### src/rtl/bfc_pkg.sv
package bfc_pkg;

  localparam int BIT_IDX_W = 4;

  typedef enum logic [1:0] {
    WL8  = 2'd0,
    WL10 = 2'd1,
    WL12 = 2'd2,
    WL16 = 2'd3
  } wordLen_e;

  typedef struct packed {
    logic restart;
    logic wordTick;
    logic fsInt;
  } bfcStrb_t;

  function automatic logic [BIT_IDX_W-1:0] wordLastOf(input logic [1:0] sel);
    case (wordLen_e'(sel))
      WL8:     return BIT_IDX_W'(7);
      WL10:    return BIT_IDX_W'(9);
      WL12:    return BIT_IDX_W'(11);
      default: return BIT_IDX_W'(15);
    endcase
  endfunction

endpackage

### src/rtl/bfc_sync.sv
module bfc_sync #(
  parameter int STAGES = 2
) (
  input  logic clk,
  input  logic rstN,
  input  logic din,
  output logic dout
);
  logic [STAGES-1:0] chain;

  generate
    if (STAGES == 1) begin : g_one
      always_ff @(posedge clk or negedge rstN)
        if (!rstN) chain <= '0;
        else       chain <= din;
    end else begin : g_many
      always_ff @(posedge clk or negedge rstN)
        if (!rstN) chain <= '0;
        else       chain <= {chain[STAGES-2:0], din};
    end
  endgenerate

  assign dout = chain[STAGES-1];
endmodule

### src/rtl/bfc_ctrl.sv
module bfc_ctrl
  import bfc_pkg::*;
#(
  parameter int DIV_W   = 8,
  parameter int FRAME_W = 5
) (
  input  logic               clk,
  input  logic               rstN,
  input  logic [DIV_W-1:0]   divVal,
  input  logic [1:0]         wordSel,
  input  logic [FRAME_W-1:0] frameLen,
  input  logic               bitSrcExt,
  input  logic               bitLevel,
  output bfcStrb_t           strb
);
  localparam int CFG_W = DIV_W + 2 + FRAME_W + 1;

  logic [CFG_W-1:0]     cfgNow, cfgQ;
  logic                 armQ;
  logic                 restart;
  logic                 bclkPrev;
  logic                 bitRise;
  logic [BIT_IDX_W-1:0] bitIdx, wordLast;
  logic [FRAME_W-1:0]   wordIdx;
  logic                 wordTickQ, fsQ;

  assign cfgNow   = {divVal, wordSel, frameLen, bitSrcExt};
  assign restart  = !armQ || (cfgNow != cfgQ);
  assign bitRise  = bitLevel && !bclkPrev;
  assign wordLast = wordLastOf(wordSel);

  always_ff @(posedge clk or negedge rstN) begin
    if (!rstN) begin
      cfgQ      <= '0;
      armQ      <= 1'b0;
      bclkPrev  <= 1'b0;
      bitIdx    <= '0;
      wordIdx   <= '0;
      wordTickQ <= 1'b0;
      fsQ       <= 1'b0;
    end else begin
      cfgQ     <= cfgNow;
      armQ     <= 1'b1;
      bclkPrev <= bitLevel;
      if (restart) begin
        bitIdx    <= wordLast;
        wordIdx   <= frameLen;
        wordTickQ <= 1'b0;
        fsQ       <= 1'b0;
      end else if (bitRise) begin
        if (bitIdx == wordLast) begin
          bitIdx    <= '0;
          wordTickQ <= 1'b1;
          if (wordIdx == frameLen) begin
            wordIdx <= '0;
            fsQ     <= 1'b1;
          end else begin
            wordIdx <= wordIdx + FRAME_W'(1);
            fsQ     <= 1'b0;
          end
        end else begin
          bitIdx    <= bitIdx + BIT_IDX_W'(1);
          wordTickQ <= 1'b0;
          fsQ       <= 1'b0;
        end
      end else begin
        wordTickQ <= 1'b0;
      end
    end
  end

  assign strb.restart  = restart;
  assign strb.wordTick = wordTickQ;
  assign strb.fsInt    = fsQ;
endmodule

### src/rtl/bfc_dpath.sv
module bfc_dpath
  import bfc_pkg::*;
#(
  parameter int DIV_W       = 8,
  parameter int SYNC_STAGES = 2
) (
  input  logic             clk,
  input  logic             rstN,
  input  logic             clkEn,
  input  logic [DIV_W-1:0] divVal,
  input  logic             bitSrcExt,
  input  logic             fsSrcExt,
  input  logic             bitClkInv,
  input  logic             fsInv,
  input  logic             extBitClk,
  input  logic             extFrameSync,
  input  bfcStrb_t         strb,
  output logic             bitLevel,
  output logic             bitClkOut,
  output logic             frameSyncOut
);
  logic [DIV_W-1:0] preCnt;
  logic             bclkInt;
  logic             extBclkS, extFsS;
  logic             fsSel;

  bfc_sync #(.STAGES(SYNC_STAGES)) u_syncBclk (
    .clk(clk), .rstN(rstN), .din(extBitClk), .dout(extBclkS)
  );
  bfc_sync #(.STAGES(SYNC_STAGES)) u_syncFs (
    .clk(clk), .rstN(rstN), .din(extFrameSync), .dout(extFsS)
  );

  always_ff @(posedge clk or negedge rstN) begin
    if (!rstN) begin
      preCnt  <= '0;
      bclkInt <= 1'b0;
    end else if (strb.restart) begin
      preCnt  <= '0;
      bclkInt <= 1'b0;
    end else if (clkEn) begin
      if (preCnt == divVal) begin
        preCnt  <= '0;
        bclkInt <= !bclkInt;
      end else begin
        preCnt <= preCnt + DIV_W'(1);
      end
    end
  end

  assign bitLevel = bitSrcExt ? extBclkS : bclkInt;
  assign fsSel    = fsSrcExt ? extFsS : strb.fsInt;

  always_ff @(posedge clk or negedge rstN) begin
    if (!rstN) begin
      bitClkOut    <= 1'b0;
      frameSyncOut <= 1'b0;
    end else begin
      bitClkOut    <= bitLevel ^ bitClkInv;
      frameSyncOut <= fsSel ^ fsInv;
    end
  end
endmodule

### src/rtl/bit_frame_clkgen.sv
module bit_frame_clkgen
  import bfc_pkg::*;
#(
  parameter int DIV_W       = 8,
  parameter int FRAME_W     = 5,
  parameter int SYNC_STAGES = 2
) (
  input  logic               clk,
  input  logic               rstN,
  input  logic               clkEn,
  input  logic [DIV_W-1:0]   divVal,
  input  logic [1:0]         wordSel,
  input  logic [FRAME_W-1:0] frameLen,
  input  logic               bitSrcExt,
  input  logic               fsSrcExt,
  input  logic               bitClkInv,
  input  logic               fsInv,
  input  logic               extBitClk,
  input  logic               extFrameSync,
  output logic               bitClkOut,
  output logic               wordTick,
  output logic               frameSyncOut
);
  bfcStrb_t strb;
  logic     bitLevel;

  bfc_ctrl #(.DIV_W(DIV_W), .FRAME_W(FRAME_W)) u_ctrl (
    .clk(clk), .rstN(rstN), .divVal(divVal), .wordSel(wordSel),
    .frameLen(frameLen), .bitSrcExt(bitSrcExt), .bitLevel(bitLevel),
    .strb(strb)
  );

  bfc_dpath #(.DIV_W(DIV_W), .SYNC_STAGES(SYNC_STAGES)) u_dpath (
    .clk(clk), .rstN(rstN), .clkEn(clkEn), .divVal(divVal),
    .bitSrcExt(bitSrcExt), .fsSrcExt(fsSrcExt), .bitClkInv(bitClkInv),
    .fsInv(fsInv), .extBitClk(extBitClk), .extFrameSync(extFrameSync),
    .strb(strb), .bitLevel(bitLevel), .bitClkOut(bitClkOut),
    .frameSyncOut(frameSyncOut)
  );

  assign wordTick = strb.wordTick;
endmodule

### config.mk
export PLATFORM = sky130hd
export DESIGN_NAME = bit_frame_clkgen
export DESIGN_NICKNAME = d
export VERILOG_FILES = /design/src/rtl/bfc_pkg.sv /design/src/rtl/bfc_sync.sv /design/src/rtl/bfc_ctrl.sv /design/src/rtl/bfc_dpath.sv /design/src/rtl/bit_frame_clkgen.sv
export SDC_FILE = /design/constraint.sdc
export NUM_CORES = 1
export LEC_CHECK = 0
export BUFFER_PORTS_ARGS = -buffer_cell sky130_fd_sc_hd__buf_2
export CORE_MARGIN = 10
export CORE_UTILIZATION = 55
export DETAILED_ROUTE_END_ITERATION = 10
export GPL_TIMING_DRIVEN = 0
export PLACE_DENSITY = 0.88
export SYNTH_ARGS = -nofsm -noshare
export SYNTH_HDL_FRONTEND = slang
export SYNTH_HIERARCHICAL = 1
export SYNTH_SLANG_ARGS = --single-unit
### constraint.sdc
create_clock -name clk -period 2.55 [get_ports clk]
set_clock_uncertainty 0.15 [all_clocks]
set_input_delay 0.255 -clock clk [delete_from_list [all_inputs] [get_ports clk]]
set_output_delay 0.255 -clock clk [all_outputs]
set_load 0.005 [all_outputs]
==> results of run 1 <==
## area by class of cell
| type | instances | area (um^2) | area share |
|---|---|---|---|
| multi-input cells | 138 | 1139 | 0.4092 |
| flip-flops and latches | 44 | 1101 | 0.3957 |
| repair buffers | 46 | 330.3 | 0.1187 |
| clock buffers | 6 | 82.58 | 0.02968 |
| well taps | 50 | 62.56 | 0.02248 |
| plain buffers | 5 | 37.54 | 0.01349 |
| clock inverters | 2 | 15.01 | 0.005396 |
| inverters | 4 | 15.01 | 0.005396 |
## state kept, by name (all words and copies together) (netlist names)
signal	count
u_ctrl/cfgQ	16
u_dpath/preCnt	8
u_ctrl/wordIdx	5
u_ctrl/bitIdx	4
u_dpath/u_syncBclk/chain	2
u_dpath/u_syncFs/chain	2
u_ctrl/armQ	1
u_ctrl/bclkPrev	1
u_ctrl/fsQ	1
u_ctrl/wordTickQ	1
u_dpath/bclkInt	1
u_dpath/bitClkOut	1
u_dpath/frameSyncOut	1
## power by group
group	internal, W	leakage [nW]	total [W]	switching (W)
Combinational	0.0000947	0.641	0.000195	0.000100
Clock	0.000219	0.0434	0.000460	0.000241
Sequential	0.000725	0.534	0.000742	0.0000170
Total	0.00104	1.22	0.00140	0.000358
## cell usage in the layout (no fill, tap or decap), types with 5 or more instances in the layout
cell type / instances
clkbuf_8: 6
ha_1: 5
nand2_1: 12
xnor2_1: 12
dfrtp_1: 44
buf_2: 26
xor2_1: 23
dlygate4sd3_1: 20
mux2i_1: 5
o21ai_0: 5
nor2_1: 10
a21oi_1: 12
## synth_stat cells, types with 3 or more instances
| cell | count | share of area |
|---|---|---|
| a21oi_1 | 12 | 0.026 |
| buf_4 | 3 | 0.0099 |
| dfrtp_1 | 44 | 0.48 |
| ha_1 | 5 | 0.028 |
| inv_1 | 4 | 0.0066 |
| mux2_4 | 4 | 0.026 |
| mux2i_1 | 5 | 0.022 |
| nand2_1 | 12 | 0.020 |
| nand2b_1 | 4 | 0.011 |
| nand3_1 | 4 | 0.0088 |
| nand4_1 | 3 | 0.0083 |
| nor2_1 | 10 | 0.017 |
| nor3_1 | 3 | 0.0066 |
| o21ai_0 | 5 | 0.011 |
| xnor2_1 | 12 | 0.046 |
| xnor2_2 | 3 | 0.021 |
| xor2_1 | 23 | 0.089 |
## worst paths after layout
path                                      startpoint                   endpoint  slack [ps]  depth (start not counted)
max in group asynchronous                       rstN            u_ctrl/cfgQ[15]        1170                          2
setup reg to reg                     u_ctrl/cfgQ[10]          u_dpath/preCnt[6]         270                          8
hold reg to reg            u_dpath/u_syncFs/chain[0]  u_dpath/u_syncFs/chain[1]         210                          0
min in group asynchronous                       rstN           u_ctrl/wordTickQ         490                          2
hold / removal                             divVal[2]            u_ctrl/cfgQ[10]          10                          1
setup / recovery                     u_ctrl/cfgQ[10]          u_dpath/preCnt[6]         270                          8
## cell families after synthesis
kind of cell             after synthesis  synth area share
XOR/XNOR                              39            0.1684
multiplexers                          11           0.05834
buffers and inverters                 10           0.02476
flip-flops                            44            0.4843
other                                  1          0.001649
AO/OA/AOI/OAI                         29           0.08531
adder cells (fa/ha/maj)                5           0.02752
AND/OR/NAND/NOR                       53            0.1497
## worst max-delay path, cell delays in order (launching register included)
cell and delay (ps):
dfrtp_1 390, xor2_1 160, nor3_1 500, nand4bb_4 200
buf_4 220, o211a_1 240, nand4_1 100, xor2_1 150
nor2_1 50
## layer usage
layer	global-route usage	up-vias	part of all wire
met5	0	-	0
li1	-	767	-
met3	0.04155	7	0.050
met2	0.2393	32	0.51
met4	0.05175	0	0.015
met1	0.1495	775	0.42
## repair_timing
item,4_1_cts,5_1_grt
hold endpoints to repair,63,0
setup buffers,0,0
setup endpoints to repair,0,5
hold buffers,20,0
gates resized for setup,0,3
## through the flow
stage / std cells / hold slack [ps] / util / cell area [um^2] / total power (W)
4_1_cts: 296 / 4.299 / 0.6910 / 2764 / 0.001410
3_3_place_gp: 268 / 183.1 / 0.6165 / 2466 / 0.0009173
6_report: 295 / 14.01 / 0.6957 / 2783 / 0.001397
2_1_floorplan: 192 / -190.6 / - / 2273 / 0.0008545
5_1_grt: 295 / 2.675 / 0.6957 / 2783 / 0.001464
3_5_place_dp: 268 / 189.4 / 0.6165 / 2466 / 0.0009246
==> results.txt, run 1 <==
Pins Over Slew Limit - 0
Synth cell types - 47
CTS H-tree depth - 2
Layout area overhead - 22.40%
Place WS - 19.77 ps
GRT overflow - 0
Clock-pin slew on the worst setup and hold paths - 80 ps
Starting Density - 0.5683
Post-Syn Instances - 192
Clock tree sinks - 44
Core area - 0.004000 mm^2
Synthesized net count - 221
Drt total wl - 4519 um
Vias - 1581
Fillcell total - 284
DR DRC count - 0
First-pass GRT wire length - 8073 um
Worst-margin pin slew - 957.9 ps
Die area - 0.007105 mm^2
Crit path DAT - 2310 ps
Slew HR - 0.3614
Critical path data required time - 2570 ps
Clk root buf - clkbuf_8
EDFF count, synth - 0
WL per Instance - 15.32 um
Ys Warns - 6
Worst Setup End Kind - flop
Nets - 273
Mapped cell area - 0.002273 mm^2
Die Y - 84.29 um
Syn avg cell area - 11.84 um^2
Hpwl dp - 3128 um
Cell Pwr Density - 502.0 mW/mm^2
Final ANT Viol Nets - 0
Total Negative Setup Slacks - 0 ps
Critical path fanouts, max - 8
WS Path Type - flop to flop
Final WS setup - 269.3 ps
Rows - 23
Die width - 84.29 um
Gp weighted congestion - 0.7601
Crit share post-route - 0.8944
Drt pass-1 iters - 4
Clk_lat worst skew - 300 ps
Register area share after synthesis - 0.4843
Vias in the first global route - 1737
RSZ-0062 raised after global routing - no
Async SR Flop Fraction - 1.000
Post-synth top flop - dfrtp_1
Leakage dissipation - 1.218 nW
Initial DRC count - 138
Ratio of cells with drive above 1 in the final layout - 0.2408
Via density - 5.359
Final min period - 2281 ps
Pin count of the biggest net entering global routing - 45
Maxcap violations - 0
CTS tree - built
Diodes inserted - 0
Critical Path Start Type - flop
Worst min-delay path class - primary input to flop
IO buf count - 26
Fmax - 438.5 MHz
Initial antenna violation count - 0
Synth Register Bits - 44
Status - completed
CTS Buffer Depth - 2
Gr usage total - 0.1360
Worst vdd ir - 0.3339 mV
Number of CTS-inserted buffers - 5
Setup violators final - 0
Fin. Hold Viols - 0
# IOs - 27
Power figures use the tool's default switching activity.
==> run 2, diff against run 1 <==
- CORE_ASPECT_RATIO: unset -> 0.9
==> results.txt, run 2 (synthesis gave the netlist of run 1 again) <==
CTS tree - built
Worst-margin pin slew - 963.7 ps
Diodes inserted - 0
Critical Path Sink - u_dpath/preCnt[6]
Clock-pin slew on the worst setup and hold paths - 80 ps
IO buf count - 26
Crit path DAT - 2290 ps
Post-layout util - 0.6930
Initial DRC count - 42
Worst min-delay path class - primary input to flop
CTS Buffer Depth - 2
Die Y - 81.00 um
Reg-to-reg startpoint - u_ctrl/cfgQ[15]
Critical-path top delay cell - dlygate4sd3_1
Setup violators final - 0
Die width - 87.77 um
Clk_lat worst skew - 300 ps
Clock tree sinks - 44
Maxcap violations - 0
Pins Over Slew Limit - 0
Commonest non-fill, non-tap cell in the layout - dfrtp_1
Worst Setup End Kind - flop
Cell Pwr Density - 517.4 mW/mm^2
Worst hold slack - 110.7 ps
Finished Layout Cells - 293
Drt total wl - 4496 um
Fmax - 442.7 MHz
Most frequent cells in the layout - dfrtp_1 (44), buf_2 (26), xor2_1 (23)
Vias - 1594
Number of CTS-inserted buffers - 5
Worst Path Buf+Inv - 3
Nets - 275
Gr usage total - 0.1333
Crit path launch - frameLen[0]
Leakage dissipation - 1.234 nW
Peak per-stage delay on the critical path - 540 ps
Critical Path Start Type - primary input
Vias in the first global route - 1621
Hpwl dp - 3168 um
Worst vdd ir - 0.3243 mV
Most numerous cell on the critical path - xor2_1
Critical path data required time - 2580 ps
Crit share post-route - 0.8859
DP Cell Count - 266
Fin. Hold Viols - 0
Critical path fanouts, max - 8
Initial antenna violation count - 0
Clk root buf - clkbuf_8
WS Path Type - primary input to flop
Die area - 0.007109 mm^2
Reg with most FFs - u_ctrl/cfgQ
RSZ-0062 raised after global routing - no
Rows - 22
WL per Instance - 15.34 um
Final ANT Viol Nets - 0
Largest regs - u_ctrl/cfgQ: 16 flops, u_dpath/preCnt: 8 flops, u_ctrl/wordIdx: 5 flops
Gp weighted congestion - 0.8202
Worst R2R End - u_dpath/preCnt[6]
Core area - 0.004046 mm^2
Starting Density - 0.5618
Status - completed
Worst path depth - 10
Final min period - 2259 ps
# IOs - 27
Drt pass-1 iters - 4
Via density - 5.440
DR DRC count - 0
GRT overflow - 0
Layout area overhead - 23.34%
CP delay by family, top - buffers and inverters
Crit-path cells - dlygate4sd3_1 -> buf_2 -> xor2_1 -> nor3_2 -> nand4bb_4 -> buf_4 -> o211a_1 -> nand4_1 -> xor2_1 -> nor2_1
Total Negative Setup Slacks - 0 ps
Number of flip-flops in the largest register - 16
Ratio of cells with drive above 1 in the final layout - 0.2408
First-pass GRT wire length - 7555 um
R2r setup slk - 370 ps
CTS H-tree depth - 2
Pin count of the biggest net entering global routing - 45
Post-DP Area - 0.002464 mm^2
Worst r2r path cells - 9
Slew HR - 0.3575
Final instance area - 0.002804 mm^2
[run 2: cell count changes in the layout (fill, tap and decap cells not counted)]
| cell | change |
|---|---|
| clkinvlp_4 | -2 |
| nor3_2 | +1 |
| buf_4 | +1 |
| clkbuf_8 | -1 |
| nor3_1 | -1 |
| dlygate4sd3_1 | +1 |
| bufinv_16 | +1 |
[run 2: stage by stage]
step | total power, W | setup slack [ps]
final | 0.001451 | 291.0
after global routing | 0.001506 | 137.0
after CTS | 0.001453 | 18.15
after detailed placement | 0.0009251 | 103.9
after global placement | 0.0009166 | 114.6
after floorplan | 0.0008545 | 354.5
[run 2: power breakdown]
| group | internal, W | switching, W |
|---|---|---|
| Clock | 0.000281 | 0.000231 |
| Combinational | 0.0000959 | 0.0000999 |
| Sequential | 0.000725 | 0.0000177 |
| Total | 0.00110 | 0.000348 |
[run 2: final cells by class]
| cell class | instances | area (um^2) |
|---|---|---|
| plain buffers | 5 | 37.54 |
| clock inverters | 1 | 30.03 |
| fillers | 292 | 1242 |
| flip-flops and latches | 44 | 1101 |
| clock buffers | 5 | 68.82 |
| repair buffers | 48 | 347.8 |
| inverters | 4 | 15.01 |
| well taps | 48 | 60.06 |
| multi-input cells | 138 | 1144 |
[run 2: worst min path at each step]
stage                                start                     endpoint  slack [ps]  cells after the start
2_1_floorplan                         rstN                  u_ctrl/armQ        -190                      0
3_3_place_gp   u_dpath/u_syncBclk/chain[0]  u_dpath/u_syncBclk/chain[1]         180                      0
3_5_place_dp   u_dpath/u_syncBclk/chain[0]  u_dpath/u_syncBclk/chain[1]         190                      0
4_1_cts                        frameLen[1]            u_ctrl/wordIdx[1]         110                      2
5_1_grt                        frameLen[1]            u_ctrl/wordIdx[1]         110                      2
6_report                       frameLen[1]            u_ctrl/wordIdx[1]         110                      2
[run 2: layer usage]
metal  global-route usage  part of all wire  up-vias
li1                     -                 -      778
met1               0.1671              0.46      781
met2               0.2093              0.47       28
met3              0.04800             0.052        7
met4              0.04459             0.011        0
met5                    0                 0        -
[run 2: what timing repair did]
item	in CTS	in global routing
hold buffers	21	0
resized for setup	0	4
hold endpoints to repair	64	0
setup buffers	0	1
setup endpoints to repair	0	5
